$ cat src/rtl/cfg_port_pkg.sv
package cfg_port_pkg;
  localparam logic [7:0] KEY_B0   = 8'h87;
  localparam logic [7:0] KEY_B1   = 8'h01;
  localparam logic [7:0] KEY_B2   = 8'h55;
  localparam logic [7:0] KEY_END0 = 8'h55;
  localparam logic [7:0] KEY_END1 = 8'hAA;

  localparam logic [7:0] REG_EXIT = 8'h02;
  localparam logic [7:0] VAL_EXIT = 8'h02;
  localparam logic [7:0] REG_DEV  = 8'h07;
  localparam logic [7:0] REG_IDHI = 8'h20;
  localparam logic [7:0] REG_IDLO = 8'h21;
  localparam logic [7:0] REG_FCTL = 8'h24;
  localparam logic [7:0] REG_FBHI = 8'h64;
  localparam logic [7:0] REG_FBLO = 8'h65;

  localparam logic [7:0] ID_HI = 8'h87;
  localparam logic [7:0] ID_LO = 8'h16;

  typedef enum logic [1:0] {
    KS_START = 2'd0,
    KS_SEEN1 = 2'd1,
    KS_SEEN2 = 2'd2,
    KS_SEEN3 = 2'd3
  } key_step_e;
endpackage

$ cat src/rtl/cfg_key_matcher.sv
module cfg_key_matcher
  import cfg_port_pkg::*;
#(
  parameter logic [7:0] KEY_LAST = 8'h55
) (
  input  logic       clk,
  input  logic       rst_n,
  input  logic       key_we,
  input  logic [7:0] key_byte,
  input  logic       relock,
  output logic       open_o
);
  key_step_e step_q, step_d;
  logic      open_d;

  always_comb begin
    step_d = step_q;
    open_d = open_o;
    if (open_o) begin
      step_d = KS_START;
      if (relock) open_d = 1'b0;
    end else if (key_we) begin
      unique case (step_q)
        KS_START: step_d = (key_byte == KEY_B0) ? KS_SEEN1 : KS_START;
        KS_SEEN1: step_d = (key_byte == KEY_B1) ? KS_SEEN2 :
                           (key_byte == KEY_B0) ? KS_SEEN1 : KS_START;
        KS_SEEN2: step_d = (key_byte == KEY_B2) ? KS_SEEN3 :
                           (key_byte == KEY_B0) ? KS_SEEN1 : KS_START;
        KS_SEEN3: begin
          if (key_byte == KEY_LAST) begin
            open_d = 1'b1;
            step_d = KS_START;
          end else begin
            step_d = (key_byte == KEY_B0) ? KS_SEEN1 : KS_START;
          end
        end
        default: step_d = KS_START;
      endcase
    end
  end

  always_ff @(posedge clk or negedge rst_n) begin
    if (!rst_n) begin
      step_q <= KS_START;
      open_o <= 1'b0;
    end else begin
      step_q <= step_d;
      open_o <= open_d;
    end
  end
endmodule

$ cat src/rtl/cfg_reg_bank.sv
module cfg_reg_bank
  import cfg_port_pkg::*;
#(
  parameter int          FCTL_W    = 6,
  parameter logic [7:0]  FLASH_DEV = 8'h07,
  parameter logic [15:0] FBASE_RST = 16'h0820
) (
  input  logic              clk,
  input  logic              rst_n,
  input  logic              idx_we,
  input  logic              dat_we,
  input  logic [7:0]        wdata,
  output logic [7:0]        idx_o,
  output logic [7:0]        rd_val,
  output logic              relock_req,
  output logic [15:0]       fbase_o,
  output logic [FCTL_W-1:0] fctl_o
);
  localparam int PAD_W = 8 - FCTL_W;

  logic [7:0] dev_q;
  logic       flash_dev_sel;

  assign flash_dev_sel = (dev_q == FLASH_DEV);
  assign relock_req    = dat_we && (idx_o == REG_EXIT) && (wdata == VAL_EXIT);

  always_ff @(posedge clk or negedge rst_n) begin
    if (!rst_n) begin
      idx_o   <= 8'h00;
      dev_q   <= 8'h00;
      fctl_o  <= '0;
      fbase_o <= FBASE_RST;
    end else begin
      if (idx_we) idx_o <= wdata;
      if (dat_we) begin
        unique case (idx_o)
          REG_DEV:  dev_q  <= wdata;
          REG_FCTL: fctl_o <= wdata[FCTL_W-1:0];
          REG_FBHI: if (flash_dev_sel) fbase_o[15:8] <= wdata;
          REG_FBLO: if (flash_dev_sel) fbase_o[7:0]  <= wdata;
          default: ;
        endcase
      end
    end
  end

  generate
    if (PAD_W > 0) begin : g_pad
      always_comb begin
        unique case (idx_o)
          REG_DEV:  rd_val = dev_q;
          REG_IDHI: rd_val = ID_HI;
          REG_IDLO: rd_val = ID_LO;
          REG_FCTL: rd_val = {{PAD_W{1'b0}}, fctl_o};
          REG_FBHI: rd_val = flash_dev_sel ? fbase_o[15:8] : 8'h00;
          REG_FBLO: rd_val = flash_dev_sel ? fbase_o[7:0]  : 8'h00;
          default:  rd_val = 8'h00;
        endcase
      end
    end else begin : g_nopad
      always_comb begin
        unique case (idx_o)
          REG_DEV:  rd_val = dev_q;
          REG_IDHI: rd_val = ID_HI;
          REG_IDLO: rd_val = ID_LO;
          REG_FCTL: rd_val = fctl_o[7:0];
          REG_FBHI: rd_val = flash_dev_sel ? fbase_o[15:8] : 8'h00;
          REG_FBLO: rd_val = flash_dev_sel ? fbase_o[7:0]  : 8'h00;
          default:  rd_val = 8'h00;
        endcase
      end
    end
  endgenerate
endmodule

$ cat src/rtl/cfg_port_unit.sv
module cfg_port_unit
  import cfg_port_pkg::*;
#(
  parameter int          ADDR_W    = 16,
  parameter logic [15:0] BASE_PORT = 16'h002E,
  parameter int          FCTL_W    = 6,
  parameter logic [15:0] FBASE_RST = 16'h0820
) (
  input  logic              clk,
  input  logic              rst_n,
  input  logic [ADDR_W-1:0] io_addr,
  input  logic              io_wr,
  input  logic              io_rd,
  input  logic [7:0]        io_wdata,
  output logic [7:0]        io_rdata,
  output logic              io_rvalid,
  output logic              unlocked,
  output logic [15:0]       flash_base,
  output logic [FCTL_W-1:0] flash_ctl
);
  localparam logic [ADDR_W-1:0] IDX_PORT = ADDR_W'(BASE_PORT);
  localparam logic [ADDR_W-1:0] DAT_PORT = ADDR_W'(BASE_PORT) + ADDR_W'(1);
  localparam logic [7:0]        KEY_LAST = (BASE_PORT == 16'h004E) ? KEY_END1 : KEY_END0;

  logic       hit_idx, hit_dat;
  logic       relock_req;
  logic [7:0] cur_idx, reg_val;

  assign hit_idx = (io_addr == IDX_PORT);
  assign hit_dat = (io_addr == DAT_PORT);

  cfg_key_matcher #(.KEY_LAST(KEY_LAST)) u_key (
    .clk      (clk),
    .rst_n    (rst_n),
    .key_we   (io_wr && hit_idx && !unlocked),
    .key_byte (io_wdata),
    .relock   (relock_req),
    .open_o   (unlocked)
  );

  cfg_reg_bank #(
    .FCTL_W    (FCTL_W),
    .FLASH_DEV (8'h07),
    .FBASE_RST (FBASE_RST)
  ) u_regs (
    .clk        (clk),
    .rst_n      (rst_n),
    .idx_we     (io_wr && hit_idx && unlocked),
    .dat_we     (io_wr && hit_dat && unlocked),
    .wdata      (io_wdata),
    .idx_o      (cur_idx),
    .rd_val     (reg_val),
    .relock_req (relock_req),
    .fbase_o    (flash_base),
    .fctl_o     (flash_ctl)
  );

  always_ff @(posedge clk or negedge rst_n) begin
    if (!rst_n) begin
      io_rdata  <= 8'hFF;
      io_rvalid <= 1'b0;
    end else begin
      io_rvalid <= io_rd && (hit_idx || hit_dat);
      if (io_rd && (hit_idx || hit_dat)) begin
        if (!unlocked)    io_rdata <= 8'hFF;
        else if (hit_dat) io_rdata <= reg_val;
        else              io_rdata <= cur_idx;
      end
    end
  end
endmodule

$ cat config.mk
export PLATFORM = sky130hd
export DESIGN_NAME = cfg_port_unit
export DESIGN_NICKNAME = d
export VERILOG_FILES = /design/src/rtl/cfg_port_pkg.sv /design/src/rtl/cfg_key_matcher.sv /design/src/rtl/cfg_reg_bank.sv /design/src/rtl/cfg_port_unit.sv
export SDC_FILE = /design/constraint.sdc
export NUM_CORES = 1
export LEC_CHECK = 0
export BUFFER_PORTS_ARGS = -buffer_cell sky130_fd_sc_hd__buf_2
export CAP_MARGIN = 20
export CORE_AREA = 4 4 57 98
export CTS_BUF_LIST = sky130_fd_sc_hd__clkbuf_4
export DETAILED_ROUTE_END_ITERATION = 8
export DIE_AREA = 0 0 61 102
export GPL_TIMING_DRIVEN = 1
export PLACE_DENSITY = 0.87
export SLEW_MARGIN = 10
export SYNTH_ARGS = -nofsm -noshare
export SYNTH_HDL_FRONTEND = slang
export SYNTH_SLANG_ARGS = --single-unit
$ cat constraint.sdc
create_clock -name clk -period 2.3 [get_ports clk]
set_input_delay 0.345 -clock clk [delete_from_list [all_inputs] [get_ports clk]]
set_output_delay 0.345 -clock clk [all_outputs]
set_load 0.05 [all_outputs]
-- Word-level counts from Yosys, hierarchy flattened
Index checks and enable logic that the tools add are counted.
- reduce and logical (&&, ||, !) cells: 16
- multiplexer cells: 17
- eq/ne operators: 17
- operator list (kind ; count):
    8-bit one-hot mux with 6 select lines ; 1
    16-bit by 6-bit == test with 1-bit output (second input constant) ; 2
    8-bit two-way mux ; 4
    8-bit by 6-bit == test with 1-bit output (second input constant) ; 3
    8-bit by 7-bit == test with 1-bit output (second input constant) ; 3
    8-bit by 2-bit == test with 1-bit output (second input constant) ; 2
    8-bit by 3-bit == test with 1-bit output (second input constant) ; 2
    2-bit two-way mux ; 5
    8-bit by 1-bit == test with 1-bit output (second input constant) ; 1
    8-bit == test (second input constant) ; 1
    1-bit logical AND ; 8
    2-bit one-hot mux with 4 select lines ; 1
    1-bit two-way mux ; 6
    3-bit AND reduction ; 2
    2-bit == test (second input constant) ; 2
    2-bit AND reduction ; 2
    2-bit by 1-bit == test with 1-bit output (second input constant) ; 1
    2-bit logical NOT ; 1
    2-bit nonzero test ; 1
    1-bit logical NOT ; 1
    1-bit logical OR ; 1
- input port bits: 28
- register bits: 50
- output and inout port bits: 32
- logic and storage cells: 59

-- Depth between registers and ports, before layout
- depth after elaboration: 7
- gate-level depth with buffers: 6
- depth with buffers taken out: 5

-- Cells and area by module
A second synthesis with hierarchy kept.
- cells, all modules: 219
- area total of the unflattened synthesis: 2712.6 um^2
- by module, submodules not included (module ; area an instance (um^2) ; sequential area each (um^2) ; instances ; cells each):
    cfg_reg_bank ; 1904.3 ; 953.4 ; 1 ; 143
    cfg_port_unit ; 591.8 ; 235.2 ; 1 ; 51
    cfg_key_matcher ; 216.5 ; 75.1 ; 1 ; 25

-- Least setup slack after synthesis
No wires, ideal clock.
- path type: input to register
- from: input io_addr[4]
- to: register u_regs.fctl_o[0]
- data arrival time: 2.317 ns
- buffers on the path: 1
- setup slack: -0.142 ns
- required time: 2.175 ns
- cell stages on the path: 6
- setup time: 0.125 ns
- cells stage by stage: or4b_1 -> or4_1 -> buf_2 -> nor4_4 -> nand3_2 -> mux2_2
- cells in the longest elaborated chain, start to end: 4
- ends and longest elaborated chain (element ; RTL line ; RTL):
    start: declaration ; cfg_port_unit.sv:11 ; input logic [ADDR_W-1:0] io_addr,
    16-bit by 6-bit == test with 1-bit output ; cfg_port_unit.sv:30 ; assign hit_dat = (io_addr == DAT_PORT);
    1-bit logical AND (2 in series) ; cfg_port_unit.sv:49 ; .dat_we (io_wr && hit_dat && unlocked),
    2-bit AND reduction (no source line) ; -- ;
    end signal: assignment ; cfg_reg_bank.sv:38 ; REG_FCTL: fctl_o <= wdata[FCTL_W-1:0];
    end: declaration ; cfg_reg_bank.sv:17 ; output logic [FCTL_W-1:0] fctl_o
No other way between the ends.
A chain may end at the register's enable or synchronous reset.

-- Worst setup path in the final report
- from: input io_addr[4]
- to: register io_rdata[6]
- cells in the longest elaborated chain, start to end: 3
- elaborated cells between the ends (all ways): 6
- those cells by class: 2 x eq/ne; 2 x mux; 2 x reduce/logical
- ends and longest elaborated chain (element ; RTL line ; RTL):
    16-bit by 6-bit == test with 1-bit output (on tied branches) ; cfg_port_unit.sv:30, cfg_port_unit.sv:29 ;
    8-bit two-way mux or 1-bit logical OR (tied branches) ; cfg_port_unit.sv:66, cfg_port_unit.sv:64 ;
    8-bit two-way mux or 1-bit logical AND (tied branches) ; cfg_port_unit.sv:65, cfg_port_unit.sv:64 ;
    end signal: assignment ; cfg_port_unit.sv:66 ; else if (hit_dat) io_rdata <= reg_val;
    end signal: assignment ; cfg_port_unit.sv:67 ; else io_rdata <= cur_idx;
    end: declaration ; cfg_port_unit.sv:15 ; output logic [7:0] io_rdata,
Parallel ways exist; a longest one is shown, timed or not.

==> flow_summary_export.csv <==
group,metric,value,unit
synth,synth-edff-count,0,
global_routing,grt_pass1_vias,2199,
synth,synth_cell_type_count,50,
clock_tree,htree_levels,2,
final_layout,area_growth,22.23,%
sta,worst_slack,0.1133,ns
synth,yosysWarnings,0,
global_routing,grt_pass1_wl,10.73,mm
setup_path,slowest_delay,0.59,ns
setup_path,critPathLaunchType,"input port",
placed_design,dp_hpwl,5.472,mm
pwr,switchingPower,0.3153,mW
placed_design,io_buffers,59,
final_layout,n_antenna_cell,0,
final_layout,regArea,0.001264,mm^2
synth,synth-seq-cells,50,
placed_design,routabilityCongestion,0.9146,
pwr,p_int,1.037,mW
outcome,outcome,"finished, final reports clean",
clock_tree,cts.sinks,50,
drt,drc_errors,0,
synth,synth.most_common_cell,"mux2_2",
setup_path,critPathRequiredTime,2.61,ns
pwr,pwr-share-clk,29.2,%
drt,wl_per_cell,19.46,um
clock_tree,cts_inserted_buffers,5,
synth,synth.avg_cell_area,11.82,um^2
drt,dr.pass1.iters,5,
clock_tree,clk_latency,0.37,ns
pwr,design_power_total,1.352,mW
hold_path,holdCritStartpoint,"io_wdata[6]",
global_routing,grt-ovfl-total,0,
die,rows,34,
sta,worst_hold_slack,0.2982,ns
global_routing,antenna_found_initial,0,
sta,finalSetupViolCount,0,
sta,maxSlewViolCount,0,
sta,skew,0.01438,ns
synth,ys.flop_type,"dfrtp_1",
setup_path,regToRegStartpoint,"u_regs.dev_q[5]$_DFFE_PN0P_",
clock_tree,cts_setup_buffers,0,
setup_path,cp_max_fo,4,
final_layout,finalNetCount,329,
die,die_w,61,um
sta,hold_viol,0,
global_routing,grt_usage,23.46,%
pwr,power_density,427.3,mW/mm^2
sta,max_freq,457.3,MHz
clock_tree,cts_tree,"built",
pwr,total_leakage_power,1.584,nW
hold_path,hold_path.class,"in -> reg",
sta,rsz0062_at_grt,"false",
setup_path,cp-end-kind,"register",
final_layout,fillers,419,
synth,syn_nets,247,
pwr,swShare,23.32,%
synth,synthTopCellsByCount,"mux2_2, dfrtp_1, o21ai_0",
setup_path,worstSetupEndpoint,"io_rdata[6]$_DFFE_PN1P_",
sta,fin_crit,2.187,ns
die,ioPinCount,60,
synth,yosysSeqAreaShare,48.82,%
drt,routed.top_layer,"met4",
setup_path,arrival,2.49,ns
synth,synth_area_leaders,"dfrtp_1, mux2_2, dfstp_2",
pwr,ir_drop,0.5469,mV
drt,vias_per_cell,6.188,
setup_path,r2r_end,"u_regs.fbase_o[4]$_DFFE_PN0P_",
setup_path,worstRegToRegCells,6,
placed_design,dp_slack,-0.2919,ns
sta,worstMarginPinSlew,0.4110,ns
drt,drtIter0Drc,121,
synth,synthDominantCellAreaShare,38.67,%
flow_run,cap_violations,0,
clock_tree,cts_resized,0,
drt,route.met2.wl,3.881,mm
synth,syn-cell-area,0.002589,mm^2
die,initial_utilization,53.38,%
setup_path,cp_cell_sequence,"buf_2, or4b_1, or4_1, a2111oi_2, o21ai_0, a31oi_1",
clock_tree,clk_pin_slew,0.14,ns
die,die_height,102,um
synth,synth.largest_area_cell,"dfrtp_1",
setup_path,startpoint,"io_addr[4]",
die,die_area,0.006222,mm^2
pwr,pwr-share-seq,65.1,%
clock_tree,cts_root_buffer,"clkbuf_4",
clock_tree,max-clock-path-buffers,2,
die,core,0.004850,mm^2
sta,fin_crit_sh,95.07,%
drt,ant_nets,0,
synth,syn_inst,219,
pwr,power_frac_comb,5.7,%
drt,wl,6.927,mm
setup_path,r2r_setup_slack,0.29,ns
sta,relSlewSlack,72.55,%
final_layout,multiInputGateArea,0.001282,mm^2
global_routing,grt_max_degree,25,
drt,wl_met3,387,um
setup_path,crit_slowest_cell,"or4_1",
drt,num_vias,2203,
setup_path,critPathKind,"in -> reg",
synth,async_reset_ff_share,100.0,%
drt,m1WireLength,2.464,mm
final_layout,drive_gt1_share,49.34,%
-- state kept, by name (all words and copies together) (netlist names) --
| register | cells |
|---|---|
| u_regs.fbase_o | 16 |
| io_rdata | 8 |
| u_regs.dev_q | 8 |
| u_regs.idx_o | 8 |
| u_regs.fctl_o | 6 |
| u_key.step_q | 2 |
| io_rvalid | 1 |
| u_key.open_o | 1 |
-- power groups by stage --
stage               Sequential (mW)  Clock, mW  Combinational [mW]
floorplan                     0.897          0              0.0125
global placement              0.896          0              0.0758
detailed placement            0.896          0              0.0764
CTS                           0.881      0.399              0.0781
global route                  0.881      0.438              0.0859
finish                        0.881      0.394              0.0774
-- per-layer routing --
layer | up-vias | global-route usage (%)
met5 | - | 0
met4 | 0 | 10.35
met3 | 20 | 3.034
met2 | 96 | 43.20
met1 | 1089 | 25.68
li1 | 998 | -
-- how the worst min path moves through the flow --
stage	slack (ns)	to	cells past startpoint
after floorplan	0.05	io_rvalid$_DFF_PN0_	0
after global placement	0.25	u_regs.fbase_o[7]$_DFFE_PN0P_	1
after detailed placement	0.26	u_regs.fbase_o[3]$_DFFE_PN0P_	1
after CTS	0.30	u_regs.fbase_o[14]$_DFFE_PN0P_	2
after global routing	0.29	u_regs.fbase_o[14]$_DFFE_PN0P_	2
final	0.30	u_regs.fbase_o[14]$_DFFE_PN0P_	2
-- final cells by class --
type	count	share of cell area, %
clock inverter	2	0.2768
sequential	50	39.94
inverter	7	0.8304
timing repair buffer	82	14.87
multi-input combinational	155	40.53
tap	54	2.135
clock buffer	6	1.423
-- layout by cell type (no fill, tap or decap), drive strengths merged, types with 4 or more instances in the layout --
| cell type | count |
|---|---|
| or4 | 4 |
| inv | 7 |
| and2 | 4 |
| dfstp | 10 |
| o21ai | 14 |
| a221oi | 4 |
| nor2 | 10 |
| buf | 81 |
| nand2 | 5 |
| nor4 | 5 |
| nor2b | 4 |
| nand2b | 4 |
| clkbuf | 6 |
| mux2i | 10 |
| a21oi | 4 |
| dfrtp | 40 |
| mux2 | 41 |
-- worst max-delay path: cells and delay by family --
kind	cells	cell delay, ns
buffers and inverters	1	0.09
AO/OA/AOI/OAI	3	0.93
AND/OR/NAND/NOR	2	1.13
-- through the flow --
stage,setup TNS (ns),instances,utilization [%],instance area (um^2)
finish,0,356,65.25,3164
floorplan,-0.4607,219,-,2601
global route,0,356,65.25,3164
global placement,-6.944,347,63.93,3100
detailed placement,-8.480,347,63.93,3100
CTS,0,356,65.25,3164
-- what timing repair did --
| action | in CTS | in global routing |
|---|---|---|
| hold buffers | 1 | 0 |
| endpoints found under the hold margin | 11 | 0 |
| endpoints found under the setup margin | 0 | 0 |
-- cells by family after synthesis --
family	after synthesis	synth area share (%)
flip-flops	50	48.82
AO/OA/AOI/OAI	41	11.07
buffers and inverters	14	2.127
multiplexers	51	21.70
AND/OR/NAND/NOR	63	16.29
(Power assumes the default switching activity.)
